### src/rtl/aud_fmt_pkg.sv
package aud_fmt_pkg;

    localparam int unsigned SAMPLE_W = 16;

    typedef enum logic {
        FMT_LEFTJ = 1'b0,
        FMT_I2S   = 1'b1
    } frame_fmt_e;

    typedef struct packed {
        logic [SAMPLE_W-1:0] left;
        logic [SAMPLE_W-1:0] right;
    } stereo_pair_t;

    // Word-select level that marks the left half-frame for a framing.
    function automatic logic is_left_level(input logic lvl, input frame_fmt_e fmt);
        return (fmt == FMT_LEFTJ) ? lvl : ~lvl;
    endfunction

    // Bit sent in a given slot of a half-frame; slots outside the window are 0.
    function automatic logic slot_bit(input logic [SAMPLE_W-1:0] word,
                                      input frame_fmt_e          fmt,
                                      input logic [7:0]          slot);
        int first;
        int pos;
        first = (fmt == FMT_I2S) ? 1 : 0;
        pos   = int'(slot) - first;
        if (pos >= 0 && pos < int'(SAMPLE_W))
            return word[int'(SAMPLE_W) - 1 - pos];
        return 1'b0;
    endfunction

endpackage

### src/rtl/aud_edge_sync.sv
module aud_edge_sync #(
    parameter int unsigned STAGES = 2
) (
    input  logic clk,
    input  logic rst,
    input  logic bck_i,
    input  logic lrck_i,
    output logic bck_rise_o,
    output logic bck_fall_o,
    output logic lrck_lvl_o
);
    // bit 0 carries the bit clock, bit 1 the word-select clock
    logic [1:0] chain [STAGES];
    logic       bck_d;

    for (genvar s = 0; s < STAGES; s++) begin : g_stage
        if (s == 0) begin : g_first
            always_ff @(posedge clk) begin
                if (rst) chain[0] <= '0;
                else     chain[0] <= {lrck_i, bck_i};
            end
        end else begin : g_next
            always_ff @(posedge clk) begin
                if (rst) chain[s] <= '0;
                else     chain[s] <= chain[s-1];
            end
        end
    end

    always_ff @(posedge clk) begin
        if (rst) bck_d <= 1'b0;
        else     bck_d <= chain[STAGES-1][0];
    end

    assign bck_rise_o = chain[STAGES-1][0] & ~bck_d;
    assign bck_fall_o = ~chain[STAGES-1][0] & bck_d;
    assign lrck_lvl_o = chain[STAGES-1][1];

endmodule

### src/rtl/aud_slot_track.sv
module aud_slot_track
    import aud_fmt_pkg::*;
#(
    parameter int unsigned SLOT_W = 6
) (
    input  logic              clk,
    input  logic              rst,
    input  logic              bck_rise,
    input  logic              bck_fall,
    input  logic              lrck_lvl,
    input  frame_fmt_e        fmt,
    output logic [SLOT_W-1:0] slot_nxt_o,
    output logic              chan_left_nxt_o,
    output logic              left_start_o,
    output logic [SLOT_W-1:0] slot_q_o,
    output logic              lr_q_o
);
    localparam logic [SLOT_W-1:0] SLOT_MAX = {SLOT_W{1'b1}};

    logic              lr_q;
    logic [SLOT_W-1:0] slot_q;
    logic              chan_left_q;
    logic              changed;

    assign changed = (lrck_lvl != lr_q);

    always_comb begin
        if (changed)               slot_nxt_o = '0;
        else if (slot_q == SLOT_MAX) slot_nxt_o = SLOT_MAX;
        else                       slot_nxt_o = slot_q + 1'b1;
        chan_left_nxt_o = changed ? is_left_level(lrck_lvl, fmt) : chan_left_q;
    end

    assign left_start_o = bck_fall & changed & is_left_level(lrck_lvl, fmt);

    always_ff @(posedge clk) begin
        if (rst) begin
            lr_q        <= 1'b0;
            slot_q      <= SLOT_MAX;
            chan_left_q <= 1'b0;
        end else begin
            if (bck_rise) lr_q <= lrck_lvl;
            if (bck_fall) begin
                slot_q      <= slot_nxt_o;
                chan_left_q <= chan_left_nxt_o;
            end
        end
    end

    assign slot_q_o = slot_q;
    assign lr_q_o   = lr_q;

endmodule

### src/rtl/aud_pair_hold.sv
module aud_pair_hold
    import aud_fmt_pkg::*;
(
    input  logic         clk,
    input  logic         rst,
    input  logic         load_i,
    input  stereo_pair_t pair_i,
    input  logic         left_start,
    output stereo_pair_t pair_nxt_o,
    output stereo_pair_t active_o
);
    stereo_pair_t pending_q;
    stereo_pair_t active_q;

    assign pair_nxt_o = left_start ? pending_q : active_q;

    always_ff @(posedge clk) begin
        if (rst) begin
            pending_q <= '0;
            active_q  <= '0;
        end else begin
            if (load_i)     pending_q <= pair_i;
            if (left_start) active_q  <= pending_q;
        end
    end

    assign active_o = active_q;

endmodule

### src/rtl/aud_slave_tx.sv
module aud_slave_tx
    import aud_fmt_pkg::*;
#(
    parameter int unsigned SYNC_STAGES = 2,
    parameter int unsigned SLOT_W      = 6
) (
    input  logic                clk,
    input  logic                rst,
    input  logic                bck_i,
    input  logic                lrck_i,
    input  logic                fmt_i2s_i,
    input  logic                load_i,
    input  logic [SAMPLE_W-1:0] left_i,
    input  logic [SAMPLE_W-1:0] right_i,
    output logic                sdata_o
);
    localparam int unsigned MIN_SLOT_W = $clog2(SAMPLE_W + 2);

    if (SLOT_W < MIN_SLOT_W || SLOT_W > 8) begin : g_bad_slot_w
        initial $error("SLOT_W out of range");
    end

    frame_fmt_e        fmt;
    logic              bck_rise;
    logic              bck_fall;
    logic              lrck_lvl;
    logic [SLOT_W-1:0] slot_nxt;
    logic              chan_left_nxt;
    logic              left_start;
    logic [SLOT_W-1:0] slot_q;
    logic              lr_q;
    stereo_pair_t      pair_in;
    stereo_pair_t      pair_nxt;
    stereo_pair_t      active;
    logic [SAMPLE_W-1:0] word_sel;
    logic              sdata_q;

    assign fmt     = frame_fmt_e'(fmt_i2s_i);
    assign pair_in = '{left: left_i, right: right_i};

    aud_edge_sync #(.STAGES(SYNC_STAGES)) u_sync (
        .clk        (clk),
        .rst        (rst),
        .bck_i      (bck_i),
        .lrck_i     (lrck_i),
        .bck_rise_o (bck_rise),
        .bck_fall_o (bck_fall),
        .lrck_lvl_o (lrck_lvl)
    );

    aud_slot_track #(.SLOT_W(SLOT_W)) u_track (
        .clk             (clk),
        .rst             (rst),
        .bck_rise        (bck_rise),
        .bck_fall        (bck_fall),
        .lrck_lvl        (lrck_lvl),
        .fmt             (fmt),
        .slot_nxt_o      (slot_nxt),
        .chan_left_nxt_o (chan_left_nxt),
        .left_start_o    (left_start),
        .slot_q_o        (slot_q),
        .lr_q_o          (lr_q)
    );

    aud_pair_hold u_hold (
        .clk        (clk),
        .rst        (rst),
        .load_i     (load_i),
        .pair_i     (pair_in),
        .left_start (left_start),
        .pair_nxt_o (pair_nxt),
        .active_o   (active)
    );

    assign word_sel = chan_left_nxt ? pair_nxt.left : pair_nxt.right;

    always_ff @(posedge clk) begin
        if (rst)           sdata_q <= 1'b0;
        else if (bck_fall) sdata_q <= slot_bit(word_sel, fmt, 8'(slot_nxt));
    end

    assign sdata_o = sdata_q;

endmodule

### config.mk
export PLATFORM = sky130hd
export DESIGN_NAME = aud_slave_tx
export DESIGN_NICKNAME = d
export VERILOG_FILES = /design/src/rtl/aud_fmt_pkg.sv /design/src/rtl/aud_edge_sync.sv /design/src/rtl/aud_slot_track.sv /design/src/rtl/aud_pair_hold.sv /design/src/rtl/aud_slave_tx.sv
export SDC_FILE = /design/constraint.sdc
export NUM_CORES = 1
export LEC_CHECK = 0
export BUFFER_PORTS_ARGS = -buffer_cell sky130_fd_sc_hd__buf_4
export CORE_MARGIN = 3
export CORE_UTILIZATION = 53
export DETAILED_ROUTE_END_ITERATION = 6
export GPL_ROUTABILITY_DRIVEN = 0
export PLACE_DENSITY = 0.76
export SYNTH_ARGS = -nofsm -noshare
export SYNTH_HDL_FRONTEND = slang
export SYNTH_SLANG_ARGS = --single-unit
### constraint.sdc
create_clock -name clk -period 2.9 [get_ports clk]
set_input_delay 0.145 -clock clk [delete_from_list [all_inputs] [get_ports clk]]
set_output_delay 0.145 -clock clk [all_outputs]
set_load 0.03 [all_outputs]
== Word level (Yosys, flattened, before mapping) ==
Memories as Yosys holds them, arrays and structs flattened.
Cells that the tools add are included.
Operators by class
  $add $sub $neg: 3
  reduce and logical (&&, ||, !) cells: 1
  multiplexer cells: 20
  equality and inequality tests: 2
  magnitude comparators: 3
  bitwise logic cells: 9
Operators with widths (number)
  2-to-1 mux 32 bit: 1
  2-to-1 mux 16 bit: 1
  2-to-1 mux 1 bit: 13
  2-to-1 mux 6 bit: 2
  < comparator 8 x 6 -> 1 bit (second input constant): 1
  subtractor 5 x 7 -> 8 bit (first input constant): 1
  greater-or-equal comparator 7 x 1 -> 1 bit (second input constant): 1
  < comparator 7 x 6 -> 1 bit (second input constant): 1
  subtractor 6 x 1 -> 7 bit: 1
  adder 6 x 1 -> 6 bit (second input constant): 1
  == test 6 bit (second input constant): 1
  AND 1 bit: 4
  binary-select mux 1 bit (select 4 bit): 1
  2-to-1 mux 2 bit: 2
  inverter 1 bit: 3
  bitwise OR 1 bit: 2
  logical AND 1 bit: 1
  != test 1 bit: 1
Storage, ports and cells
  memories: 1
  output and inout bits: 1
  logic and storage cells: 48
  bits in writable memories: 4
  flip-flop bits (word level): 74
  bits of input ports: 38
Memory list
  u_sync.chain: depth 2, bits a word 2, read ports 2, clocked after Yosys merged registers in 0, write ports 2, line aud_edge_sync.sv:13  | logic [1:0] chain [STAGES];

== Longest topological paths before layout ==
Gate-level depths: netlist (run 1).
  depth after elaboration: 11
  mapped depth: 14
  gate-level depth less buffers: 13

== By module ==
From an unflattened synthesis (run 1), not the netlist that was laid out.
Unflattened totals
  cell total of the unflattened synthesis: 326
  area total of the unflattened synthesis: 3613.5 µm²
Modules (own cells, without submodules)
  aud_pair_hold: area an instance 2494.9 µm², instances 1, seq. area each 1281.2 µm², cells each 207
  aud_slot_track: area an instance 515.5 µm², instances 1, seq. area each 160.2 µm², cells each 66
  aud_slave_tx: area an instance 459.2 µm², instances 1, seq. area each 20.0 µm², cells each 41
  aud_edge_sync: area an instance 143.9 µm², instances 1, seq. area each 100.1 µm², cells each 12

== Worst setup path before layout (run 1) ==
Ideal clock, no wire load.
  path kind: flip-flop to flip-flop
  from: mem u_sync.chain[1][1]
  to: reg sdata_q (netlist: sdata_o)
  setup slack: -0.111 ns
  stages on the path, launching flop included: 14
  arrival time: 2.895 ns
  required time: 2.784 ns
  clock period less this slack: 3.011 ns
  library setup time: 0.116 ns
  path buffers: 3
  cell sequence: dfxtp_1 -> buf_4 -> clkbuf_1 -> nand2b_1 -> and2_1 -> nand2_1 -> ha_1 -> inv_1 -> clkbuf_1 -> a32oi_1 -> o21ai_0 -> a211oi_1 -> or4_1 -> a41o_1
RTL lines
  start, declared: line aud_edge_sync.sv:13
  end signal, assigned: line aud_slave_tx.sv:79  | else if (bck_fall) sdata_q <= slot_bit(word_sel, fmt, 8'(slot_nxt));
  end, declared: line aud_slave_tx.sv:36  | logic sdata_q;

== Worst setup path in the final report (run 1) ==
  from: reg u_track.slot_q[0] (netlist: u_track.slot_q_o[0])
  to: reg sdata_q (netlist: sdata_o)
Between the ends
  word-level cells in the longest chain between the ends: 10
  elaborated cells between the ends (all ways): 17
  classes of those cells: 3 x add/sub; 2 x order compare; 1 x eq/ne; 10 x mux; 1 x reduce/logical
RTL lines
  start, declared: line aud_slot_track.sv:21  | logic [SLOT_W-1:0] slot_q;
  start signal, assigned: line aud_slot_track.sv:44  | slot_q <= slot_nxt_o;
  adder 6 x 1 -> 6 bit or == test 6 bit (tied branches): line aud_slot_track.sv:30, aud_slot_track.sv:29
  2-to-1 mux 6 bit *: line aud_slot_track.sv:29  | else if (slot_q == SLOT_MAX) slot_nxt_o = SLOT_MAX;
  2-to-1 mux 6 bit *: line aud_slot_track.sv:28  | if (changed) slot_nxt_o = '0;
  subtractor 6 x 1 -> 7 bit *: line aud_fmt_pkg.sv:27  | pos = int'(slot) - first;
  subtractor 5 x 7 -> 8 bit, or another cell as far along: line aud_fmt_pkg.sv:29  | return word[int'(SAMPLE_W) - 1 - pos];
  binary-select mux 1 bit (select 4 bit) or logical AND 1 bit (tied branches): line aud_fmt_pkg.sv:29, aud_fmt_pkg.sv:28
  2-to-1 mux 1 bit, on equally long branches: line aud_fmt_pkg.sv:29, aud_fmt_pkg.sv:28
  2-to-1 mux 1 bit, on equally long branches: line aud_fmt_pkg.sv:29, aud_slave_tx.sv:79
  2-to-1 mux 1 bit, on equally long branches: line aud_fmt_pkg.sv:28, aud_slave_tx.sv:78
  2-to-1 mux 1 bit *: line aud_fmt_pkg.sv:30  | return 1'b0;
Every way passes the cells marked *; elsewhere a longest branch is shown, timed or not. The select of a mux whose other input is x is not followed.
A chain may end at the register's enable or synchronous reset.

==> summary.txt, run 1 <==
Clocking
  • H-Tree Level Count: 3
  • Clock slew at reported path FFs: 0.08 ns
  • TritonCTS clock tree: done
  • TritonCTS Sinks: 78
  • Max Buffers Root-to-Sink: 2
  • CTS root buf: clkbuf_8
  • Number of buffers created by CTS: 9
  • Clk_lat worst skew: 0.35 ns
  • Hold Buf Count CTS: 0

Hold path
  • Worst hold path class: primary input to flip-flop
  • Hold EP: u_sync.chain[0][0]
  • Hold Crit Depth: 2
  • Origin of the worst min-delay path: bck_i

Critical path
  • Max incr delay on CP: 0.53 ns
  • Sequence of cells on the critical path: ha_4 -> and3_4 -> nand3_2 -> nand2_2 -> nand2_2 -> ha_4 -> clkinvlp_4 -> a21oi_2 -> a32oi_1 -> o21ai_0 -> a211oi_1 -> or4_1 -> a41o_1
  • Register-to-Register Path Depth: 13
  • CP arrival: 3.07 ns
  • Worst path slowest cell: or4_1
  • Setup slack, reg-to-reg: 0.08 ns
  • RR Startpoint: u_track.slot_q_o[0]
  • Crit start category: flip-flop
  • Worst EP required: 3.15 ns
  • Crit path capture type: flip-flop
  • WS Path Type: flip-flop to flip-flop
  • CP max FO: 8
  • FF-to-FF End: sdata_o

Floorplan
  • DIE AREA: 8350 sq um
  • Boundary pin count: 39
  • Initial Util: 0.556
  • Die Wd: 91.4 um
  • Core area: 6940 sq um
  • Row Count: 30
  • Die H: 91.4 um

Placed design
  • Placed Cells: 591
  • Buffers on Ports: 38
  • Worst slack, placed: -0.0997 ns
  • Final HPWL DP: 6.13 mm

Timing
  • Setup ws final: 0.0787 ns
  • Clk_skew: 0.00924 ns
  • Max Fclk: 0.354 GHz
  • Setup violations, final: 0
  • Min cycle time layout: 2.82 ns
  • Max Transition Viols Final: 0
  • Final Hold Vio Count: 0
  • Setup_tns: 0 ns
  • Worst-Margin Slew: 0.711 ns
  • Final critical-path share of the clock period: 0.973
  • Max_slew headroom: 0.526

Global routing
  • Largest net degree at the start of global routing: 71
  • Vias in the first global route: 3,377
  • Congestion Overflow GR: 0
  • Tot GR Track Use: 0.221
  • Initial antenna violation count: 0
  • First-pass GRT wire length: 15.3 mm

Logic synthesis
  • Synth async-reset ratio: 0
  • Primary FF master, synth: dfxtp_1
  • Avg Cell Area, Syn: 8.29 sq um
  • Yosys warns: 0
  • Yosys reg bits: 78
  • Syn nets: 507
  • Post-synth EDFFs: 0
  • Mapped Area: 3860 sq um
  • Post-synthesis instance total: 466
  • Synth cell types: 49
  • Sequential element share of the synthesized area: 0.404

Power and ir drop
  • Pleak: 1.93 nW
  • Total design power: 2.42 mW
  • Maximum vdd drop: 0.326 mV
  • PwrDens: 519 nW/um^2

Route
  • Number of remaining DRC errors: 0
  • Via density: 5.75
  • 1st-iter DRT viols: 251
  • Initial DRT Pass Iterations: 5
  • Routed wire per std cell: 15.0 um
  • WL final: 9.17 mm
  • DRT antenna net count: 0
  • Via count: 3,519

Cells and area
  • Most frequent cells in the layout: dfxtp_1, nor2_1, buf_4, nand2_1, mux2i_1
  • Layout overhead on the synthesized area: 20.8%
  • Antenna diodes: 0
  • Commonest non-fill, non-tap cell in the layout: dfxtp_1
  • Share of cells above drive strength 1: 0.207
  • Non-filler cells, final: 612
  • Nets: 552

Status
  • Outcome: completed

Run
  • Max Cap Viol: 0
[report_power, final]
part / switching (mW) / internal, mW / leakage, nW
Combinational: 0.195 / 0.190 / 1.20
Clock: 0.400 / 0.508 / 0.102
Sequential: 0.0263 / 1.10 / 0.635
[cell type report]
cell class              instances  area, sq um
fillers                       571         2280
multi-input cells             347         2220
flip-flops and latches         78         1560
repair buffers                 66          499
clock buffers                  11          141
well taps                      96          120
clock inverters                 5         82.6
inverters                       9         40.0
[registers in the layout (all words and copies together) (netlist names)]
name and count:
u_track.slot_q_o 6, sdata_o 1, u_hold.pending_q 32, u_track.chan_left_q 1, u_sync.bck_d 1, u_sync.chain 4, u_hold.active_o 32, u_track.lr_q_o 1
[per-layer routing]
layer | wire (um) | part of all wire | GRT usage
met5 | 0 | 0 | 0
met4 | 113 | 0.012 | 0.0955
met3 | 507 | 0.055 | 0.0373
met2 | 4360 | 0.48 | 0.347
met1 | 4190 | 0.46 | 0.299
[cell usage after synthesis (2+ instances only)]
| cell | number | share of area |
|---|---|---|
| inv_1 | 8 | 0.0078 |
| nor2b_1 | 9 | 0.015 |
| mux2_2 | 2 | 0.0058 |
| and2_1 | 6 | 0.0097 |
| nand3_1 | 10 | 0.013 |
| clkbuf_1 | 19 | 0.018 |
| o21ai_0 | 10 | 0.013 |
| a31oi_1 | 3 | 0.0049 |
| buf_2 | 5 | 0.0065 |
| nor3_1 | 3 | 0.0039 |
| dfxtp_1 | 78 | 0.40 |
| xnor2_1 | 2 | 0.0045 |
| or3_1 | 2 | 0.0032 |
| mux2i_1 | 54 | 0.14 |
| and3b_1 | 2 | 0.0045 |
| o21a_1 | 2 | 0.0039 |
| buf_6 | 2 | 0.0058 |
| ha_1 | 3 | 0.0097 |
| buf_1 | 5 | 0.0049 |
| nand2b_1 | 4 | 0.0065 |
| a21oi_1 | 30 | 0.039 |
| a211oi_1 | 6 | 0.012 |
| o21ai_1 | 6 | 0.0078 |
| o22ai_1 | 29 | 0.047 |
| o211ai_1 | 12 | 0.023 |
| nand2_1 | 60 | 0.058 |
| nor2_1 | 67 | 0.065 |
| and3_1 | 4 | 0.0065 |
| a22oi_1 | 3 | 0.0058 |
[worst max path at each step]
| stage | start | end | slack [ns] | cells past startpoint |
|---|---|---|---|---|
| floorplan | u_track.lr_q_o | sdata_o | 0.006 | 13 |
| global placement | u_track.slot_q_o[1] | sdata_o | 0.02 | 13 |
| detailed placement | u_track.slot_q_o[1] | sdata_o | -0.1 | 13 |
| CTS | u_track.slot_q_o[0] | sdata_o | 0.008 | 13 |
| global route | u_track.slot_q_o[0] | sdata_o | -0.04 | 13 |
| finish | u_track.slot_q_o[0] | sdata_o | 0.08 | 13 |
[metrics by stage]
| step | instance area [sq um] | util | hold WS, ns |
|---|---|---|---|
| floorplan | 3870 | - | 0.273 |
| global placement | 4300 | 0.620 | 0.363 |
| detailed placement | 4300 | 0.620 | 0.369 |
| CTS | 4570 | 0.657 | 0.0102 |
| global route | 4670 | 0.672 | 0.0305 |
| finish | 4670 | 0.672 | 0.0111 |
[cells by family after synthesis]
| kind of cell | Yosys count | synth area share |
|---|---|---|
| compound gates | 112 | 0.184 |
| buf+inv | 41 | 0.0463 |
| fa+ha+maj | 3 | 0.00972 |
| simple gates | 172 | 0.199 |
| flops | 78 | 0.404 |
| mux | 56 | 0.146 |
| xor+xnor | 4 | 0.0110 |
[worst max-delay path: cells and delay by family, from the launching register on]
kind                       cells  cell delay [ns]
and+or+nand+nor                5             1.03
AOI/OAI and AO/OA              5             0.73
adders and majority gates      2             0.43
DFF                            1             0.36
buffers and inverters          1             0.17
[what timing repair did]
| item | 4_1_cts | 5_1_grt |
|---|---|---|
| endpoints found under the hold margin | 0 | 0 |
| pin swaps | 1 | 4 |
| endpoints found under the setup margin | 1 | 1 |
| gates resized for setup | 4 | 20 |
| setup buffers | 2 | 3 |
Power figures use the tool's default switching activity.
==> run 2: changes to the inputs <==
- RECOVER_POWER: not set -> 25
==> run 2 against run 1 <==
Clock power hardly changed. Via count decreased by 0.11%. Sequential share of layout area is essentially flat. Cell count did not move. First-iteration DRC count down 0.40%. Fmax about the same. Largest cell class unchanged.
==> summary.txt, run 2 (synthesized netlist as in run 1, its figures left out) <==
Status
  • Outcome: completed

Global routing
  • Vias in the first global route: 3,377
  • Largest net degree at the start of global routing: 71
  • First-pass GRT wire length: 15.3 mm
  • Initial antenna violation count: 0
  • Congestion Overflow GR: 0
  • Tot GR Track Use: 0.221

Floorplan
  • Row Count: 30
  • Core area: 6940 sq um
  • Die H: 91.4 um
  • DIE AREA: 8350 sq um
  • Die Wd: 91.4 um
  • Initial Util: 0.556
  • Boundary pin count: 39

Clocking
  • Hold Buf Count CTS: 0
  • Clock slew at reported path FFs: 0.08 ns
  • TritonCTS Sinks: 78
  • H-Tree Level Count: 3
  • Number of buffers created by CTS: 9
  • TritonCTS clock tree: done
  • Clk_lat worst skew: 0.35 ns
  • Max Buffers Root-to-Sink: 2
  • CTS root buf: clkbuf_8

Placed design
  • Buffers on Ports: 38
  • Worst slack, placed: -0.0997 ns
  • Final HPWL DP: 6.13 mm

Timing
  • Setup ws final: 0.0779 ns
  • Min cycle time layout: 2.82 ns
  • Hold_ws: 0.0106 ns
  • Max Transition Viols Final: 0
  • Final Hold Vio Count: 0
  • Clk_skew: 0.00924 ns
  • Setup violations, final: 0
  • Worst-Margin Slew: 1.39 ns
  • Max_slew headroom: 0.0757
  • Max Fclk: 0.354 GHz
  • Final critical-path share of the clock period: 0.973

Route
  • WL final: 9.18 mm
  • Initial DRT Pass Iterations: 5
  • DRT antenna net count: 0
  • Routed wire per std cell: 15.0 um
  • 1st-iter DRT viols: 250
  • Number of remaining DRC errors: 0
  • Via density: 5.74
  • Via count: 3,515

Cells and area
  • Layout overhead on the synthesized area: 20.7%
  • Antenna diodes: 0
  • # fillers: 572
  • Commonest non-fill, non-tap cell in the layout: dfxtp_1
  • Most frequent cells in the layout: dfxtp_1, nor2_1, buf_4, nand2_1, mux2i_1
  • Share of cells above drive strength 1: 0.207
  • Nets: 552

Critical path
  • CP arrival: 3.07 ns
  • CP max FO: 8
  • Crit start category: flip-flop
  • Worst EP required: 3.15 ns
  • WS Path Type: flip-flop to flip-flop
  • Crit path capture type: flip-flop

Run
  • Max Cap Viol: 0

Hold path
  • Worst hold path class: primary input to flip-flop

Power and ir drop
  • PwrDens: 519 nW/um^2
  • Maximum vdd drop: 0.326 mV
  • Pleak: 1.93 nW
run 2: changes by cell type in the layout (fill, tap and decap cells not counted), sizes merged:
cell,change
clkbuf,+2
buf,-2
run 2: area by class of cell:
type / count / area, sq um / area share
multi-input combinational: 347 / 2220 / 0.476
clock inverter: 5 / 82.6 / 0.0177
inverter: 9 / 40.0 / 0.00858
timing repair buffer: 66 / 497 / 0.106
clock buffer: 11 / 141 / 0.0303
tap: 96 / 120 / 0.0258
sequential: 78 / 1560 / 0.335
run 2: path summary, 6_finish.rpt:
| check | startpoint | end | slack [ns] | cells after the start |
|---|---|---|---|---|
| setup / recovery | u_track.slot_q_o[0] | sdata_o | 0.08 | 13 |
| setup reg to reg | u_track.slot_q_o[0] | sdata_o | 0.08 | 13 |
| hold / removal | bck_i | u_sync.chain[0][0] | 0.01 | 2 |
| hold reg to reg | u_sync.chain[0][0] | u_sync.chain[1][0] | 0.46 | 1 |
run 2: worst max-delay path, cell delays in order (launching register included):
cell	delay, ns
dfxtp_2	0.36
ha_4	0.14
and3_4	0.20
nand3_2	0.12
nand2_2	0.10
nand2_2	0.08
ha_4	0.29
clkinvlp_4	0.17
a21oi_2	0.15
a32oi_1	0.07
o21ai_0	0.24
a211oi_1	0.08
or4_1	0.53
a41o_1	0.19
run 2: metrics by stage:
step | setup TNS [ns] | power (mW) | util | cell area [sq um] | instances
after floorplan | 0 | 1.37 | - | 3870 | 466
after global placement | 0 | 1.47 | 0.620 | 4300 | 591
after detailed placement | -0.0997 | 1.48 | 0.620 | 4300 | 591
after CTS | 0 | 2.39 | 0.657 | 4570 | 609
after global routing | -0.0422 | 2.52 | 0.672 | 4660 | 612
final | 0 | 2.42 | 0.672 | 4660 | 612
run 2: what timing repair did:
action                     in CTS  in global routing
pin swaps                       1                  4
setup endpoints to repair       1                  1
gates resized for setup         4                 20
buffers inserted                2                  3
run 2: where the power goes:
group / switching (mW) / internal, mW / leakage (nW)
Combinational: 0.195 / 0.189 / 1.20
Sequential: 0.0263 / 1.10 / 0.635
Clock: 0.400 / 0.508 / 0.102
Total: 0.621 / 1.80 / 1.93
run 2: routing by layer:
layer	GRT usage	up-vias	routed length (um)
li1	-	1735	-
met1	0.299	1646	4210
met2	0.347	119	4360
met3	0.0373	15	479
met4	0.0955	0	125
met5	0	-	0
==> run 3: changes to the inputs <==
- CORE_UTILIZATION: 53 -> 28
- MAX_ROUTING_LAYER: not set -> met4
- PLACE_DENSITY: 0.76 -> 0.45
==> run 3 against run 2 <==
Combinational power is 6.5% lower. Largest cell class unchanged. Highest routed layer unchanged. Total power is 3.2% higher. Cell count is 13% higher. Critical path depth is 1 lower. Largest power group unchanged. Critical endpoint unchanged. Routed wire length is 8.8% higher.
==> summary.txt, run 3 (synthesized netlist as in run 1, its figures left out) <==
Route
  • WL final: 9.99 mm
  • Initial DRT Pass Iterations: 5
  • Number of remaining DRC errors: 0
  • Via density: 4.94
  • DRT antenna net count: 0
  • Via count: 3,431
  • Routed wire per std cell: 14.4 um
  • 1st-iter DRT viols: 156

Global routing
  • Initial antenna violation count: 0
  • Tot GR Track Use: 0.142
  • Largest net degree at the start of global routing: 46
  • Vias in the first global route: 3,215
  • Congestion Overflow GR: 0
  • First-pass GRT wire length: 16.3 mm

Clocking
  • H-Tree Level Count: 3
  • TritonCTS clock tree: done
  • Clock slew at reported path FFs: 0.05 ns
  • Max Buffers Root-to-Sink: 2
  • TritonCTS Sinks: 78
  • CTS root buf: clkbuf_16
  • Hold Buf Count CTS: 0
  • Clk_lat worst skew: 0.34 ns
  • Number of buffers created by CTS: 9

Power and ir drop
  • Sw frac: 0.246
  • Gate power share: 0.144
  • Pleak: 1.96 nW
  • Sequential Power Share: 0.452
  • Internal: 1.89 mW
  • PwrDens: 525 nW/um^2
  • Sw Pwr: 0.616 mW
  • Maximum vdd drop: 0.273 mV
  • Total design power: 2.50 mW
  • Clock power frac: 0.404

Critical path
  • Worst EP required: 3.13 ns
  • CP most frequent cell: nand3_2
  • Crit path capture type: flip-flop
  • Worst path slowest cell: or4_1
  • CP max FO: 5
  • Register-to-Register Path Depth: 12
  • FF-to-FF End: sdata_o
  • Worst path top cell family by delay: simple AND/OR/NAND/NOR gates
  • Setup slack, reg-to-reg: 0.11 ns
  • WS Path Type: flip-flop to flip-flop
  • Number of cells on the critical path: 12
  • Buf/Inv on CP: 1
  • Crit start category: flip-flop
  • Max incr delay on CP: 0.47 ns
  • RR Startpoint: u_track.slot_q_o[0]
  • CP arrival: 3.02 ns
  • CP endpoint: sdata_o
  • Sequence of cells on the critical path: ha_2 -> and3_4 -> nand3_2 -> inv_1 -> o21ai_0 -> ha_4 -> xnor2_4 -> nand3_2 -> a211oi_1 -> or3_1 -> or4_1 -> a41o_1
  • Crit. Startpoint: u_track.slot_q_o[0]

Cells and area
  • Final non-filler cell area: 4770 sq um
  • Layout overhead on the synthesized area: 23.4%
  • Non-filler cells, final: 694
  • Antenna diodes: 0
  • Commonest non-fill, non-tap cell in the layout: dfxtp_1
  • Most frequent cells in the layout: dfxtp_1, nor2_1, buf_4, nand2_1, mux2i_1
  • # fillers: 1,449
  • Nets: 554
  • Share of cells above drive strength 1: 0.187

Placed design
  • Worst slack, placed: -0.0458 ns
  • Placed Cells: 674
  • Placed cell area: 4430 sq um
  • Buffers on Ports: 38
  • Final HPWL DP: 7.06 mm

Timing
  • Max Fclk: 0.358 GHz
  • Final critical-path share of the clock period: 0.962
  • Setup violations, final: 0
  • Max_slew headroom: 0.133
  • Setup ws final: 0.110 ns
  • Clk_skew: 0.00361 ns
  • Max Transition Viols Final: 0
  • Worst-Margin Slew: 1.30 ns
  • Min cycle time layout: 2.79 ns
  • Setup_tns: 0 ns
  • Final Hold Vio Count: 0

Floorplan
  • Die Wd: 123 um
  • Core area: 13,300 sq um
  • DIE AREA: 15,200 sq um
  • Die H: 123 um
  • Boundary pin count: 39
  • Initial Util: 0.289
  • Row Count: 42

Status
  • Outcome: completed

Hold path
  • Origin of the worst min-delay path: lrck_i
  • Worst hold path class: primary input to flip-flop

Run
  • Max Cap Viol: 0
run 3: changes by cell type in the layout (fill, tap and decap cells not counted), moves of 3 or more:
| cell | previous run | this run |
|---|---|---|
| clkbuf_16 | 0 | 9 |
| clkbuf_1 | 1 | 6 |
| clkbuf_8 | 10 | 1 |
| buf_4 | 63 | 66 |
| clkinvlp_4 | 4 | 0 |
run 3: power groups by stage:
| stage | registers (mW) | logic (mW) | clock network, mW |
|---|---|---|---|
| after floorplan | 1.15 | 0.222 | 0 |
| after global placement | 1.15 | 0.329 | 0 |
| after detailed placement | 1.15 | 0.332 | 0 |
| after CTS | 1.13 | 0.349 | 1.05 |
| after global routing | 1.14 | 0.401 | 1.09 |
| final | 1.13 | 0.360 | 1.01 |
run 3: cell type report:
cell class / instances / area [sq um] / area share
Clock inverter: 1 / 5.00 / 0.00105
Tap cell: 176 / 220 / 0.0462
Clock buffer: 15 / 258 / 0.0541
Inverter: 9 / 33.8 / 0.00708
Multi-Input combinational cell: 347 / 2190 / 0.458
Sequential cell: 78 / 1560 / 0.327
Timing Repair Buffer: 68 / 504 / 0.106
run 3: per-layer routing:
| metal | track usage | vias to the layer above | wire length (um) |
|---|---|---|---|
| met1 | 0.194 | 1604 | 5000 |
| li1 | - | 1749 | - |
| met2 | 0.202 | 63 | 4430 |
| met3 | 0.0274 | 15 | 336 |
| met5 | - | - | 0 |
| met4 | 0.0651 | 0 | 225 |
run 3: how the worst min path moves through the flow:
stage | slack (ns) | depth (start not counted) | end
floorplan | 0.27 | 1 | u_sync.chain[0][0]
global placement | 0.37 | 2 | u_sync.chain[0][1]
detailed placement | 0.36 | 2 | u_sync.chain[0][0]
CTS | 0.009 | 2 | u_sync.chain[0][1]
global route | 0.02 | 2 | u_sync.chain[0][1]
finish | 0.02 | 2 | u_sync.chain[0][1]
run 3: what timing repair did:
action                                  in CTS  in global routing
resized for setup                            4                  6
pin swaps                                    2                  1
buffers inserted                             4                  0
endpoints found under the setup margin       1                  1
run 3: through the flow:
stage                     hold slack (ns)   util
final                              0.0207  0.357
after global routing               0.0199  0.357
after CTS                         0.00902  0.355
after detailed placement            0.361  0.332
after global placement              0.370  0.332
after floorplan                     0.273      -
